**src/rtl/lus_pkg.sv**
```systemverilog
package lus_pkg;

   // How a pending register is released
   typedef enum logic {
      REL_COUNT = 1'b0,   // down-counter reaches zero
      REL_TAG   = 1'b1    // matching return strobe
   } rel_e;

   // Number of register words a load writes
   function automatic int unsigned words_of(input logic pair);
      return pair ? 32'd2 : 32'd1;
   endfunction

endpackage

```
**src/rtl/lus_entry.sv**
```systemverilog
module lus_entry
   import lus_pkg::*;
#(
   parameter int LAT_W = 4
) (
   input  logic             clk,
   input  logic             rst_n,
   input  logic             set_i,
   input  rel_e             set_rel_i,
   input  logic [LAT_W-1:0] set_cnt_i,
   input  logic             ret_hit_i,
   output logic             busy_o,
   output logic             tag_o
);

   logic             tag_q;
   logic [LAT_W-1:0] cnt_q;

   always_ff @(posedge clk or negedge rst_n) begin
      if (!rst_n) begin
         tag_q <= 1'b0;
         cnt_q <= '0;
      end else if (set_i) begin
         tag_q <= (set_rel_i == REL_TAG);
         cnt_q <= (set_rel_i == REL_TAG) ? '0 : set_cnt_i;
      end else begin
         if (ret_hit_i && tag_q) begin
            tag_q <= 1'b0;
         end
         if (cnt_q != '0) begin
            cnt_q <= cnt_q - 1'b1;
         end
      end
   end

   assign busy_o = tag_q | (cnt_q != '0);
   assign tag_o  = tag_q;

endmodule

```
**src/rtl/lus_popcount.sv**
```systemverilog
module lus_popcount #(
   parameter int N  = 16,
   parameter int CW = $clog2(N + 1)
) (
   input  logic [N-1:0]  vec_i,
   output logic [CW-1:0] cnt_o
);

   always_comb begin
      cnt_o = '0;
      for (int i = 0; i < N; i++) begin
         cnt_o = cnt_o + CW'(vec_i[i]);
      end
   end

endmodule

```
**src/rtl/lus_hazard.sv**
```systemverilog
module lus_hazard #(
   parameter int NREG      = 16,
   parameter bit CHECK_DST = 1'b1,
   parameter int RW        = $clog2(NREG)
) (
   input  logic [NREG-1:0] busy_i,
   input  logic [RW-1:0]   src_a_i,
   input  logic [RW-1:0]   src_b_i,
   input  logic [RW-1:0]   w0_i,
   input  logic [RW-1:0]   w1_i,
   input  logic            pair_i,
   output logic            hz_o
);

   logic hz_src;
   logic hz_dst;

   assign hz_src = busy_i[src_a_i] | busy_i[src_b_i];

   generate
      if (CHECK_DST) begin : g_dst_check
         assign hz_dst = busy_i[w0_i] | (pair_i & busy_i[w1_i]);
      end else begin : g_dst_free
         assign hz_dst = 1'b0;
      end
   endgenerate

   assign hz_o = hz_src | hz_dst;

endmodule

```
**src/rtl/lu_scoreboard.sv**
```systemverilog
module lu_scoreboard
   import lus_pkg::*;
#(
   parameter int NREG      = 16,
   parameter int LAT_W     = 4,
   parameter int SLOTS     = 2,
   parameter bit CHECK_DST = 1'b1
) (
   input  logic                    clk,
   input  logic                    rst_n,
   input  logic                    ins_valid,
   input  logic                    ins_load,
   input  logic                    ins_pair,
   input  logic [$clog2(NREG)-1:0] ins_src_a,
   input  logic [$clog2(NREG)-1:0] ins_src_b,
   input  logic [$clog2(NREG)-1:0] ins_dst,
   input  logic [LAT_W-1:0]        ins_lat,
   input  logic                    ret_valid,
   input  logic [$clog2(NREG)-1:0] ret_tag,
   output logic                    stall
);

   localparam int RW = $clog2(NREG);
   localparam int CW = $clog2(NREG + 1);

   // Elaboration-time parameter checks
   generate
      if (NREG < 4 || (1 << RW) != NREG) begin : g_bad_nreg
         $error("lu_scoreboard: NREG must be a power of two, at least 4");
      end
      if (LAT_W < 2) begin : g_bad_lat
         $error("lu_scoreboard: LAT_W must be at least 2");
      end
      if (SLOTS < 2 || SLOTS > NREG) begin : g_bad_slots
         $error("lu_scoreboard: SLOTS must lie in 2..NREG");
      end
   endgenerate

   logic [NREG-1:0]  busy;
   logic [NREG-1:0]  tag_pend;
   logic [CW-1:0]    occ;
   logic [RW-1:0]    w0;
   logic [RW-1:0]    w1;
   logic             is_tag;
   rel_e             rel;
   logic [LAT_W-1:0] cnt0;
   logic [LAT_W-1:0] cnt1;
   logic             hz;
   logic             slot_full;
   logic             issue;

   // Word addresses: a pair is forced onto an even/odd register couple
   assign w0 = ins_pair ? {ins_dst[RW-1:1], 1'b0} : ins_dst;
   assign w1 = {ins_dst[RW-1:1], 1'b1};

   assign is_tag = (ins_lat == '0);
   assign rel    = is_tag ? REL_TAG : REL_COUNT;
   assign cnt0   = is_tag ? '0 : ins_lat - 1'b1;
   assign cnt1   = is_tag ? '0 : ins_lat;

   lus_hazard #(
      .NREG      (NREG),
      .CHECK_DST (CHECK_DST),
      .RW        (RW)
   ) u_hazard (
      .busy_i  (busy),
      .src_a_i (ins_src_a),
      .src_b_i (ins_src_b),
      .w0_i    (w0),
      .w1_i    (w1),
      .pair_i  (ins_pair),
      .hz_o    (hz)
   );

   lus_popcount #(
      .N  (NREG),
      .CW (CW)
   ) u_occ (
      .vec_i (busy),
      .cnt_o (occ)
   );

   assign slot_full = ins_load &&
                      ((int'(occ) + int'(words_of(ins_pair))) > SLOTS);
   assign stall     = ins_valid & (hz | slot_full);
   assign issue     = ins_valid & ins_load & ~stall;

   generate
      for (genvar r = 0; r < NREG; r++) begin : g_reg
         localparam logic [RW-1:0] IDX = RW'(r);
         logic             set0;
         logic             set1;
         logic             set_any;
         logic [LAT_W-1:0] cnt_sel;
         logic             hit;

         assign set0    = issue && (w0 == IDX);
         assign set1    = issue && ins_pair && (w1 == IDX);
         assign set_any = set0 | set1;
         assign cnt_sel = set1 ? cnt1 : cnt0;
         assign hit     = ret_valid && (ret_tag == IDX);

         lus_entry #(
            .LAT_W (LAT_W)
         ) u_entry (
            .clk       (clk),
            .rst_n     (rst_n),
            .set_i     (set_any),
            .set_rel_i (rel),
            .set_cnt_i (cnt_sel),
            .ret_hit_i (hit),
            .busy_o    (busy[r]),
            .tag_o     (tag_pend[r])
         );
      end
   endgenerate

endmodule

```
**config.mk**
```make
export PLATFORM = sky130hd
export DESIGN_NAME = lu_scoreboard
export DESIGN_NICKNAME = d
export VERILOG_FILES = /design/src/rtl/lus_pkg.sv /design/src/rtl/lus_entry.sv /design/src/rtl/lus_popcount.sv /design/src/rtl/lus_hazard.sv /design/src/rtl/lu_scoreboard.sv
export SDC_FILE = /design/constraint.sdc
export NUM_CORES = 1
export LEC_CHECK = 0
export ABC_AREA = 1
export BUFFER_PORTS_ARGS = -buffer_cell sky130_fd_sc_hd__buf_4
export CORE_ASPECT_RATIO = 1.75
export CORE_UTILIZATION = 47
export CTS_CLUSTER_DIAMETER = 40
export DETAILED_ROUTE_END_ITERATION = 16
export PLACE_DENSITY = 0.61
export SYNTH_ARGS = -nofsm -noshare
export SYNTH_HDL_FRONTEND = slang
export SYNTH_SLANG_ARGS = --single-unit
```
**constraint.sdc**
```tcl
create_clock -name clk -period 14.9 [get_ports clk]
set_input_delay 2.98 -clock clk [delete_from_list [all_inputs] [get_ports clk]]
set_output_delay 2.98 -clock clk [all_outputs]
set_load 0.02 [all_outputs]
```
# Yosys cells after proc, flatten, opt, wreduce, memory -nomap -nowiden
# Cells that the tools add are included.
[op_classes]
reduce_logical = 112
bitwise = 34
n_lt_le_gt_ge = 5
addsub = 33
muxes = 96
eq_ne = 37
[op_table]
columns = ["op", "n"]
rows = [
  ["4-bit two-way mux", 53],
  ["5-bit by 1-bit adder with 5-bit output", 14],
  ["4-bit by 1-bit subtractor with 4-bit output (second input constant)", 17],
  ["4-bit equality test (second input constant)", 16],
  ["2-bit nonzero test", 32],
  ["4-bit nonzero test", 16],
  ["1-bit logical AND", 59],
  ["1-bit two-way mux", 38],
  ["4-bit by 3-bit equality test with 1-bit output (second input constant)", 8],
  ["1-bit OR", 29],
  ["4-bit by 5-bit less-than comparator with 1-bit output (second input constant)", 4],
  ["4-bit by 2-bit equality test with 1-bit output (second input constant)", 4],
  ["4-bit zero test", 4],
  ["1-bit binary-select mux with 4-bit select", 3],
  ["3-bit equality test (second input constant)", 4],
  ["4-bit by 1-bit equality test with 1-bit output (second input constant)", 2],
  ["5-bit by 2-bit adder with 6-bit output", 1],
  ["3-bit by 2-bit equality test with 1-bit output (second input constant)", 2],
  ["6-bit by 2-bit > comparator with 1-bit output (second input constant)", 1],
  ["1-bit bitwise AND", 4],
  ["1-bit binary-select mux with 3-bit select", 1],
  ["3-bit by 1-bit equality test with 1-bit output (second input constant)", 1],
  ["3-bit zero test", 1],
  ["1-bit by 1-bit adder with 2-bit output", 1],
  ["2 further kinds", 2],
]
[totals]
regBits = 80
out_inout_bits = 1

# Longest topological paths before layout
# Gate-level depths: netlist of the first run.
[depth]
depth_word = 29
mapped_depth = 33

# Cells and area by module
# From an unflattened synthesis of the first run, not the netlist that was laid out.
[hier_totals]
hier_cells = 1045
area_unflattened_um2 = 6967.9
[by_module_without_submodules]
columns = ["mod", "area_each_um2", "instances", "cells_per_inst", "seq_area_each_um2"]
rows = [
  ["lus_entry", 305.3, 16, 39, 125.1],
  ["lu_scoreboard", 962.2, 1, 210, 0.0],
  ["lus_hazard", 691.9, 1, 155, 0.0],
  ["lus_popcount", 429.2, 1, 56, 0.0],
]

# Worst setup path before layout of the first run
# Ideal clock, no wire load.
[synth_path]
path_kind = "reg2out"
from = "reg g_reg[0].u_entry.cnt_q[0]"
to = "out stall"
slack_ns = 6.598
stages_incl_launch_ff = 28
t_arrival_ns = 5.322
path_buffers = 0
path_cell_list = "dfrtp_1 > inv_1 > ha_1 > nand3b_1 > ha_1 > inv_1 > fa_1 > inv_1 > fa_1 > fa_1 > fa_1 > fa_1 > inv_1 > fa_1 > inv_1 > fa_1 > a21oi_1 > nand2_1 > nor2_1 > nand3_1 > nand2_1 > nand3_1 > nor2_2 > nand2_1 > nor2_1 > nand2_1 > nand2_1 > inv_1"
[synth_between]
elab_chain_len = 22
word_cells_on_any_way = 31
[synth_rtl]
columns = ["item", "line_no", "rtl"]
rows = [
  ["start, declared", "lus_entry.sv:17", "logic [LAT_W-1:0] cnt_q;"],
  ["start signal, assigned", "lus_entry.sv:25", "cnt_q <= (set_rel_i == REL_TAG) ? '0 : set_cnt_i;"],
  ["start signal, assigned", "lus_entry.sv:31", "cnt_q <= cnt_q - 1'b1;"],
  ["4-bit nonzero test (*)", "lus_entry.sv:36", "assign busy_o = tag_q | (cnt_q != '0);"],
  ["1-bit OR (*)", "lus_entry.sv:36", ""],
  ["1-bit by 1-bit adder with 2-bit output", "lus_popcount.sv:12", "cnt_o = cnt_o + CW'(vec_i[i]);"],
  ["5-bit by 1-bit adder with 5-bit output (14 in series)", "lus_popcount.sv:12", ""],
  ["5-bit by 2-bit adder with 6-bit output", "lu_scoreboard.sv:84", "((int'(occ) + int'(words_of(ins_pair))) > SLOTS);"],
  ["6-bit by 2-bit > comparator with 1-bit output", "lu_scoreboard.sv:84", ""],
  ["1-bit logical AND", "lu_scoreboard.sv:83", "assign slot_full = ins_load &&"],
  ["1-bit OR (*)", "lu_scoreboard.sv:85", "assign stall = ins_valid & (hz | slot_full);"],
  ["1-bit bitwise AND (*)", "lu_scoreboard.sv:85", ""],
  ["end, declared", "lu_scoreboard.sv:20", "output logic stall"],
]
# Every way passes the cells marked *; elsewhere a longest branch is shown, timed or not. The select of a mux whose other input is x is not followed.

# Worst setup path in the final report of the first run
# Same ends and word-level chain as after synthesis.

==> reports/qor.txt, run 1 <==
Number of synthesized register bits - 80
Placed cell area - 6840 um2
Final Hold Fails - 0
Core area - 13500 um2
Final Slew Violations - 0
Tmin final - 9230 ps
Power per Cell Area - 210 nW/um2
R2R depth - 30
Main flop type after synthesis - dfrtp_1
Gr usage total - 0.279
FP Rows - 56
Worst-Skew Late Latency - 350 ps
Largest delay share family, worst path - adder cells
Largest net degree at the start of global routing - 81
Leakage - 3.84 nW
Worst path most repeated cell - fa_1
Num CTS Buffers - 9
Fraction of registers with async set/reset - 1.00
Hold_sp - g_reg[8].u_entry.tag_o$_DFFE_PN0P_
H-tree levels - 3
VDD IR-drop max - 111 uV
Critical path type - reg -> out
DRT Wirelength - 18700 um
Hold Crit Endpoint - g_reg[8].u_entry.tag_o$_DFFE_PN0P_
Yosys warnings - 0
# diodes - 0
GR Overflow Total - 0
Worst rel slew slack - 0.294
Most common cell after layout, fill and taps aside - nand2_1
Max Cap Violations - 0
F_max - 108 MHz
Dpl hpwl - 14700 um
RSZ-0062 raised after global routing - no
Post-CTS sizing - 0
Clk pin slew, worst setup/hold paths - 70 ps
Most frequent cells in the layout - nand2_1 (229), inv_1 (132), dfrtp_1 (80)
Post-layout net count - 1012
I/O Buffers - 26
Crit-path max FO - 4
Crit path DAT - 6250 ps
Post-Synth Simple-Gate Area - 0.306
Root Buffer - clkbuf_16
Post-synthesis cell type count - 41
CTS sink cnt - 80
CTS tree - built
Post-synth EDFFs - 0
Reg2reg setup slack - 8240 ps
Synth Area in Compound Gates - 0.125
Startpoint types - flip-flop
Worst path slowest cell - fa_1
Number of setup buffers added after CTS - 0
DR WL/cell - 16.8 um
Post-synthesis xor/xnor area fraction - 0.0554
DRC Markers - 0
Critical Path RT - 11920 ps
Hold Path Class - reg -> reg
Drt first pass iters - 5
Die height - 157 um
Post-route ant nets - 0
Worst path buffer plus inverter count - 7
Worst Clk Skew - 12.2 ps
Setup-failing EPs final - 0
Post-route cell area - 7170 um2
Hold buffer count at cts - 0
TNS Setup - 0 ps
DRT iter0 DRCs - 419
IO Pins - 27
Slew @ Worst Pin - 1060 ps
Vias per inst - 5.50
Layout area overhead - 10.7%
Period utilisation layout - 0.619
GPL Wtd Cong - 0.971
Vias post-DR - 6125
Max clock buf depth - 2
Max incr delay on CP - 530 ps
Multiplexer share of the synthesized area - 0.00309
Net count after synthesis - 984
Starting Density - 0.482
Initial antenna violation count - 0
Cell area after synthesis - 6480 um2
Sequential-to-total area share from yosys stat - 0.309
Post-Synth Adder-Cell Area - 0.111
Vias in the first global route - 6202
Die W - 90.8 um
Worst R2R End - g_reg[3].u_entry.cnt_q[0]$_DFFE_PN0P_
Element type at the critical path end - primary output
Syn Area/Cell - 7.14 um2
DIE AREA - 14300 um2
Largest family of logic cells by synthesized area - simple AND/OR/NAND/NOR gates
Final core occ - 0.533
Gate Count Post-Synth - 907
Crit Reg-Reg Startpoint - g_reg[0].u_entry.cnt_q[0]$_DFFE_PN0P_
Layout cells sized above 1 - 0.0819
Run status - completed
Worst Hold Path Cells - 2
First-pass GRT wire length - 30800 um
[how the worst max path moves through the flow]
stage,startpoint,endpoint,cells after the start
finish,g_reg[0].u_entry.cnt_q[0]$_DFFE_PN0P_,stall,28
global route,g_reg[0].u_entry.cnt_q[0]$_DFFE_PN0P_,stall,28
CTS,g_reg[0].u_entry.cnt_q[0]$_DFFE_PN0P_,stall,28
detailed placement,g_reg[0].u_entry.cnt_q[0]$_DFFE_PN0P_,stall,28
global placement,g_reg[0].u_entry.cnt_q[0]$_DFFE_PN0P_,stall,28
floorplan,g_reg[0].u_entry.cnt_q[0]$_DFFE_PN0P_,stall,27
[per-layer routing]
layer	vias to the layer above	routed length, um	track usage	share of wire
met2	186	10100	0.534	0.54
met1	2875	7020	0.299	0.37
met3	56	854	0.0309	0.046
met4	0	743	0.141	0.040
met5	-	0	0	0
li1	3008	-	-	-
[logic make-up (layout without fill, tap and decap cells)]
family                     Yosys count  after routing
buffers and inverters              151            184
AOI/OAI and AO/OA                  145            145
xor gates and xnor gates            41             41
muxes                                2              2
adders and majority gates           51             51
and+or+nand+nor                    437            437
DFF                                 80             80
[power breakdown]
| group | total, mW | internal (mW) | switching [mW] |
|---|---|---|---|
| Sequential | 0.391 | 0.320 | 0.0706 |
| Clock | 0.253 | 0.150 | 0.103 |
| Combinational | 0.864 | 0.357 | 0.506 |
[cells in the mapped netlist, types with 16 or more instances]
cell,count,area (um2)
nor3_1,22,110
xor2_1,39,342
nand2_1,229,860
nor2_1,64,240
ha_1,40,500
o21ai_0,64,320
o211ai_1,16,120
nand3_1,74,370
inv_1,132,495
a21oi_1,41,205
nand4_1,17,106
dfrtp_1,80,2000
[final cells by class]
type	instances	area (um2)
clock buffers	9	225
clock inverters	7	106
fillers	1424	6280
inverters	142	533
multi-input cells	676	3890
flip-flops and latches	80	2000
well taps	174	218
repair buffers	26	195
[through the flow]
stage	total power, mW	instances	hold slack (ps)	setup WS (ps)
6_report	1.51	1114	499	5670
5_1_grt	1.70	1114	542	5230
4_1_cts	1.53	1114	500	5640
3_3_place_gp	1.25	1098	459	6080
2_1_floorplan	1.07	907	441	6600
3_5_place_dp	1.27	1098	484	6010
[worst reg2reg max path: cells and delay by family (launching register included)]
| kind | cells | cell delay [ps] |
|---|---|---|
| AO/OA/AOI/OAI | 2 | 280 |
| buffers and inverters | 5 | 390 |
| AND/OR/NAND/NOR | 14 | 1870 |
| adder cells (fa/ha/maj) | 9 | 3680 |
| flip-flops | 1 | 380 |
[flip-flops by register name, indices dropped and copies added (netlist names)]
register         count
g.u_entry.cnt_q     64
g.u_entry.tag_o     16
(Power assumes the default switching activity.)
==> inputs of run 2 (changes only) <==
--- a/config.mk
+++ b/config.mk
@@ -5,13 +5,13 @@
 export SDC_FILE = /design/constraint.sdc
 export NUM_CORES = 1
 export LEC_CHECK = 0
-export ABC_AREA = 1
+export ABC_AREA = 0
 export BUFFER_PORTS_ARGS = -buffer_cell sky130_fd_sc_hd__buf_4
 export CORE_ASPECT_RATIO = 1.75
 export CORE_UTILIZATION = 47
 export CTS_CLUSTER_DIAMETER = 40
 export DETAILED_ROUTE_END_ITERATION = 16
-export PLACE_DENSITY = 0.61
+export PLACE_DENSITY = 0.62
 export SYNTH_ARGS = -nofsm -noshare
 export SYNTH_HDL_FRONTEND = slang
 export SYNTH_SLANG_ARGS = --single-unit
==> constraint.sdc (replaced) <==
create_clock -name clk -period 9.6 [get_ports clk]
set_input_delay 1.92 -clock clk [delete_from_list [all_inputs] [get_ports clk]]
set_output_delay 1.92 -clock clk [all_outputs]
set_load 0.02 [all_outputs]
==> run 2 against run 1 <==
Setup slack worse by 4700 ps. Power up 65%. Critical path depth down 5. Combinational power up 78%. Core utilization up 0.30 points. Synthesized area down 5.8%. Sequential cell count unchanged. Clock power up 35%. Non-clock buffer count up 4.
==> reports/qor.txt, run 2 <==
Run status - completed
Post-synth EDFFs - 0
Final Hold Fails - 0
Reg2reg setup slack - 1750 ps
Hold_sp - g_reg[11].u_entry.cnt_q[0]$_DFFE_PN0P_
DR WL/cell - 20.1 um
Tmin final - 8590 ps
Max clock buf depth - 2
Crit path DAT - 6670 ps
Setup-failing EPs final - 0
Power per Cell Area - 368 nW/um2
Num CTS Buffers - 9
VDD IR-drop max - 210 uV
Die height - 153 um
Top-count cell post-synth - dfrtp_1
Post-route ant nets - 0
Syn Area/Cell - 8.95 um2
Element type at the critical path end - primary output
Main flop type after synthesis - dfrtp_1
Worst R2R End - g_reg[12].u_entry.cnt_q[3]$_DFFE_PN0P_
Core area - 12600 um2
Cell area after synthesis - 6100 um2
Final Slew Violations - 0
Leakage - 2.89 nW
Vias per inst - 5.97
TNS Setup - 0 ps
Critical Path RT - 7680 ps
Post-layout net count - 777
Hold Crit Endpoint - g_reg[11].u_entry.cnt_q[0]$_DFFE_PN0P_
Crit-path max FO - 5
DRC Markers - 0
Post-Synth Simple-Gate Area - 0.226
Period utilisation layout - 0.895
# diodes - 0
F_max - 116 MHz
Post-Synth Adder-Cell Area - 0.118
DRT Wirelength - 17600 um
Root Buffer - clkbuf_16
Die W - 88.1 um
Dpl hpwl - 13400 um
Clk pwr share - 0.138
Vias in the first global route - 5308
I/O Buffers - 26
Largest delay share family, worst path - adder cells
Synth top cells by count - dfrtp_1 (80), inv_1 (69), a21oi_1 (49)
CTS sink cnt - 80
Hold Path Class - reg -> reg
Net count after synthesis - 759
Worst Hold Path Cells - 1
Clk pin slew, worst setup/hold paths - 70 ps
P_sw - 1.09 mW
Worst Clk Skew - 11.5 ps
Startpoint types - flip-flop
Max incr delay on CP - 540 ps
Fraction of registers with async set/reset - 1.00
Synth Area in Compound Gates - 0.172
Initial antenna violation count - 0
GR Overflow Total - 0
DRT iter0 DRCs - 248
Vias post-DR - 5211
First-pass GRT wire length - 28100 um
Placed cell area - 6450 um2
Number of flip-flops in the largest register - 64
RSZ-0062 raised after global routing - no
Drt first pass iters - 5
Hold buffer count at cts - 0
Crit Reg-Reg Startpoint - g_reg[0].u_entry.cnt_q[0]$_DFFE_PN0P_
Largest register by flop count - g.u_entry.cnt_q
Post-synthesis cell type count - 64
IO Pins - 27
Post-synth top area share - 0.328
Seq pwr share - 0.242
Slew @ Worst Pin - 963 ps
Fillcell total - 1229
Yosys warnings - 0
Critical path type - reg -> out
Post-synthesis xor/xnor area fraction - 0.0301
H-tree levels - 3
Int Power - 1.39 mW
Gr usage total - 0.281
Most frequent cells in the layout - dfrtp_1 (80), inv_1 (69), a21oi_1 (49)
Largest family of logic cells by synthesized area - simple AND/OR/NAND/NOR gates
R2R depth - 24
Post-CTS sizing - 0
Number of synthesized register bits - 80
Combinational power share - 0.621
Worst path slowest cell - nor3b_1
Worst rel slew slack - 0.340
Worst path most repeated cell - fa_1
Synth area leader - dfrtp_1
Gate Count Post-Synth - 682
DIE AREA - 13500 um2
Multiplexer share of the synthesized area - 0.0677
Starting Density - 0.486
Layout area overhead - 10.4%
Sw Ratio - 0.441
Most common cell after layout, fill and taps aside - dfrtp_1
Worst-Skew Late Latency - 360 ps
Largest net degree at the start of global routing - 67
Sequential-to-total area share from yosys stat - 0.328
FP Rows - 54
CTS tree - built
CP Cell Sequence - inv_1 > ha_1 > nor3b_1 > nand2b_1 > ha_1 > inv_1 > fa_1 > inv_1 > fa_1 > fa_1 > fa_1 > fa_1 > inv_1 > fa_1 > inv_1 > fa_1 > a21oi_1 > and3_1 > nand3_1 > nand2_1 > nand3_2 > and2_1 > buf_4
GPL Wtd Cong - 0.924
Largest cells by area after synthesis - dfrtp_1 (33%), ha_1 (8.2%), mux2i_1 (4.9%)
Layout cells sized above 1 - 0.126
Max Cap Violations - 0
Number of setup buffers added after CTS - 0
Post-route cell area - 6740 um2
Worst path buffer plus inverter count - 6
==> run 2: routing by layer <==
| layer | vias to the layer above | share of wire | global-route usage | routed length (um) |
|---|---|---|---|---|
| met5 | - | 0 | 0 | 0 |
| li1 | 2447 | - | - | - |
| met4 | 0 | 0.050 | 0.152 | 884 |
| met1 | 2577 | 0.39 | 0.318 | 6770 |
| met3 | 46 | 0.036 | 0.0390 | 630 |
| met2 | 141 | 0.53 | 0.495 | 9280 |
==> run 2: worst reg2reg max path: stages (launching register included) <==
cell,delay (ps)
dfrtp_1,380
inv_1,120
ha_1,190
nor3b_1,540
nand2b_1,200
ha_1,320
inv_1,40
fa_1,480
inv_1,60
fa_1,500
fa_1,540
fa_1,420
fa_1,390
inv_1,80
fa_1,410
inv_1,110
fa_1,430
a21oi_1,140
and3_1,160
nand3_1,120
nand2_1,180
nand3_2,140
or3_1,740
nand2b_1,700
o31ai_4,360
==> run 2: final cells by class <==
type / instances / area (um2) / share of cell area
Sequential cell: 80 / 2000 / 0.297
Tap cell: 168 / 210 / 0.0312
Inverter: 69 / 259 / 0.0384
Multi-Input combinational cell: 510 / 3750 / 0.557
Timing Repair Buffer: 30 / 225 / 0.0334
Clock buffer: 11 / 253 / 0.0375
Clock inverter: 5 / 38.8 / 0.00576
==> run 2: power groups by stage <==
stage,Sequential (mW),Combinational [mW],Clock (mW)
6_report,0.600,1.54,0.341
5_1_grt,0.620,1.79,0.358
4_1_cts,0.597,1.54,0.345
3_5_place_dp,0.603,1.53,0
3_3_place_gp,0.593,1.45,0
2_1_floorplan,0.571,1.22,0
==> run 2: how the worst max path moves through the flow <==
stage	endpoint	slack, ps	start	cells past startpoint
6_report	stall	1010	g_reg[0].u_entry.cnt_q[0]$_DFFE_PN0P_	23
5_1_grt	stall	700	g_reg[0].u_entry.cnt_q[0]$_DFFE_PN0P_	23
4_1_cts	stall	1040	g_reg[0].u_entry.cnt_q[0]$_DFFE_PN0P_	23
3_5_place_dp	stall	1450	g_reg[0].u_entry.cnt_q[0]$_DFFE_PN0P_	23
3_3_place_gp	stall	1610	g_reg[0].u_entry.cnt_q[0]$_DFFE_PN0P_	23
2_1_floorplan	stall	1880	g_reg[1].u_entry.cnt_q[0]$_DFFE_PN0P_	22
==> run 2: kinds of logic after synthesis <==
logic type | Yosys count
DFF | 80
buffers and inverters | 92
adders and majority gates | 51
xor gates and xnor gates | 21
AOI/OAI and AO/OA | 159
muxes | 39
and+or+nand+nor | 240
==> run 2: stage by stage <==
step           total power, mW  hold slack (ps)   util  setup slack (ps)  cells
6_report                  2.48              499  0.536              1010    873
3_3_place_gp              2.05              477  0.513              1610    857
5_1_grt                   2.77              542  0.536               701    873
2_1_floorplan             1.79              450      -              1880    682
3_5_place_dp              2.13              496  0.513              1450    857
4_1_cts                   2.49              505  0.536              1040    873
==> inputs of run 3 (changes only) <==
--- a/config.mk
+++ b/config.mk
@@ -11,7 +11,7 @@
 export CORE_UTILIZATION = 47
 export CTS_CLUSTER_DIAMETER = 40
 export DETAILED_ROUTE_END_ITERATION = 16
-export PLACE_DENSITY = 0.62
+export PLACE_DENSITY_LB_ADDON = 0.25
 export SYNTH_ARGS = -nofsm -noshare
 export SYNTH_HDL_FRONTEND = slang
 export SYNTH_SLANG_ARGS = --single-unit
==> run 3 against run 2 <==
Non-clock buffer count shrank 1. Routed wire length shrank 3.1%. Register-to-register slack lost 20 ps. Power grew 1.1%. Via count grew 0.21%. Core utilization grew 0.17 points. Sequential power shrank 0.7%. Design area grew 0.32%. Sequential cell count is the same. Critical endpoint unchanged. Highest routed layer unchanged.
==> reports/qor.txt, run 3 (synthesis gave the netlist of run 2 again) <==
Layout cells sized above 1 - 0.124
CTS sink cnt - 80
Period utilisation layout - 0.898
Root Buffer - clkbuf_16
CTS tree - built
Worst rel slew slack - 0.315
Sw Ratio - 0.432
Worst Clk Skew - 7.06 ps
# diodes - 0
WL met2 - 9420 um
Run status - completed
Largest net degree at the start of global routing - 81
Initial antenna violation count - 0
Post-layout net count - 776
Max incr delay on CP - 550 ps
Critical path type - reg -> out
Element type at the critical path end - primary output
VDD IR-drop max - 226 uV
Power per Cell Area - 371 nW/um2
Int Power - 1.42 mW
DR top layer - met4
Vias in the first global route - 5456
Leakage - 2.90 nW
F_max - 116 MHz
First-pass GRT wire length - 27500 um
Most common cell after layout, fill and taps aside - dfrtp_1
Vias per inst - 5.99
Final Slew Violations - 0
Largest register by flop count - g.u_entry.cnt_q
Clk pwr share - 0.150
Num CTS Buffers - 9
RSZ-0062 raised after global routing - no
Dpl hpwl - 13100 um
Worst-Skew Late Latency - 350 ps
Max clock buf depth - 2
Tmin final - 8620 ps
H-tree levels - 3
DR WL/cell - 19.5 um
I/O Buffers - 26
Final Hold Fails - 0
P_sw - 1.08 mW
Metal-1 WL - 6260 um
Slew @ Worst Pin - 1030 ps
DRT Wirelength - 17000 um
Drt first pass iters - 6
Number of flip-flops in the largest register - 64
FP Rows - 54
Hold Path Class - reg -> reg
Die height - 153 um
Combinational power share - 0.612
Tot Pwr - 2.51 mW
Routed length on met3 - 488 um
Crit path DAT - 6700 ps
Core area - 12600 um2
Post-route ant nets - 0
Worst path slowest cell - nor3b_1
Die W - 88.1 um
Clk pin slew, worst setup/hold paths - 60 ps
Post-CTS sizing - 0
Seq pwr share - 0.238
Number of setup buffers added after CTS - 0
Fillcell total - 1189
Starting Density - 0.486
DRT iter0 DRCs - 347
Max Cap Violations - 0
DIE AREA - 13500 um2
Critical Path RT - 7680 ps
GR Overflow Total - 0
Crit-path max FO - 5
DRC Markers - 0
Layout area overhead - 10.8%
Setup-failing EPs final - 0
TNS Setup - 0 ps
IO Pins - 27
Vias post-DR - 5222
Worst path most repeated cell - fa_1
CP Cell Sequence - inv_1 > ha_1 > nor3b_1 > nand2b_1 > ha_1 > inv_1 > fa_1 > inv_1 > fa_1 > fa_1 > fa_1 > fa_1 > inv_1 > fa_1 > inv_1 > fa_1 > a21oi_1 > and3_1 > nand3_1 > nand2_1 > nand3_2 > and2_1 > buf_4
Gr usage total - 0.272
Most frequent cells in the layout - dfrtp_1 (80), inv_1 (69), a21oi_1 (49)
Startpoint types - flip-flop
Hold buffer count at cts - 0
GPL Wtd Cong - 0.949
[run 3: path summary, 6_finish.rpt]
| check | startpoint | depth (start not counted) | to | slack, ps |
|---|---|---|---|---|
| setup reg to reg | g_reg[0].u_entry.cnt_q[0]$_DFFE_PN0P_ | 24 | g_reg[12].u_entry.cnt_q[3]$_DFFE_PN0P_ | 1730 |
| max in group asynchronous | rst_n | 1 | g_reg[14].u_entry.cnt_q[3]$_DFFE_PN0P_ | 7190 |
| hold / removal | g_reg[11].u_entry.cnt_q[0]$_DFFE_PN0P_ | 1 | g_reg[11].u_entry.cnt_q[0]$_DFFE_PN0P_ | 490 |
| hold reg to reg | g_reg[11].u_entry.cnt_q[0]$_DFFE_PN0P_ | 1 | g_reg[11].u_entry.cnt_q[0]$_DFFE_PN0P_ | 490 |
| min in group asynchronous | rst_n | 1 | g_reg[9].u_entry.cnt_q[1]$_DFFE_PN0P_ | 1760 |
| setup / recovery | g_reg[0].u_entry.cnt_q[0]$_DFFE_PN0P_ | 23 | stall | 980 |
[run 3: power by group through the flow]
stage	Clock, mW	Combinational, mW	Sequential [mW]
after detailed placement	0	1.52	0.602
after global placement	0	1.45	0.591
after floorplan	0	1.22	0.571
after global routing	0.392	1.76	0.617
after CTS	0.384	1.54	0.595
final	0.376	1.54	0.596
[run 3: layer usage]
layer,GRT usage,vias to the layer above
met5,0,-
met4,0.147,0
met3,0.0379,50
met2,0.490,133
met1,0.296,2592
li1,-,2447
[run 3: layout make-up]
cell class	instances	area (um2)	share of cell area
flip-flops and latches	80	2000	0.296
repair buffers	29	218	0.0322
inverters	69	259	0.0383
well taps	168	210	0.0311
clock buffers	10	229	0.0339
clock inverters	6	91.3	0.0135
multi-input cells	510	3750	0.555
[run 3: critical path: cells and delay by family (launching register included)]
kind,cells,cell delay (ps)
buf+inv,6,560
simple gates,7,1580
flops,1,380
compound gates,1,150
fa+ha+maj,9,3690
[run 3: through the flow]
step / setup slack [ps] / hold WS [ps] / cell area [um2] / instances / util
after CTS: 972 / 492 / 6760 / 872 / 0.538
after detailed placement: 1380 / 482 / 6440 / 856 / 0.512
after floorplan: 1880 / 450 / 6100 / 682 / -
final: 981 / 487 / 6760 / 872 / 0.538
after global placement: 1610 / 473 / 6440 / 856 / 0.512
after global routing: 673 / 521 / 6760 / 872 / 0.538
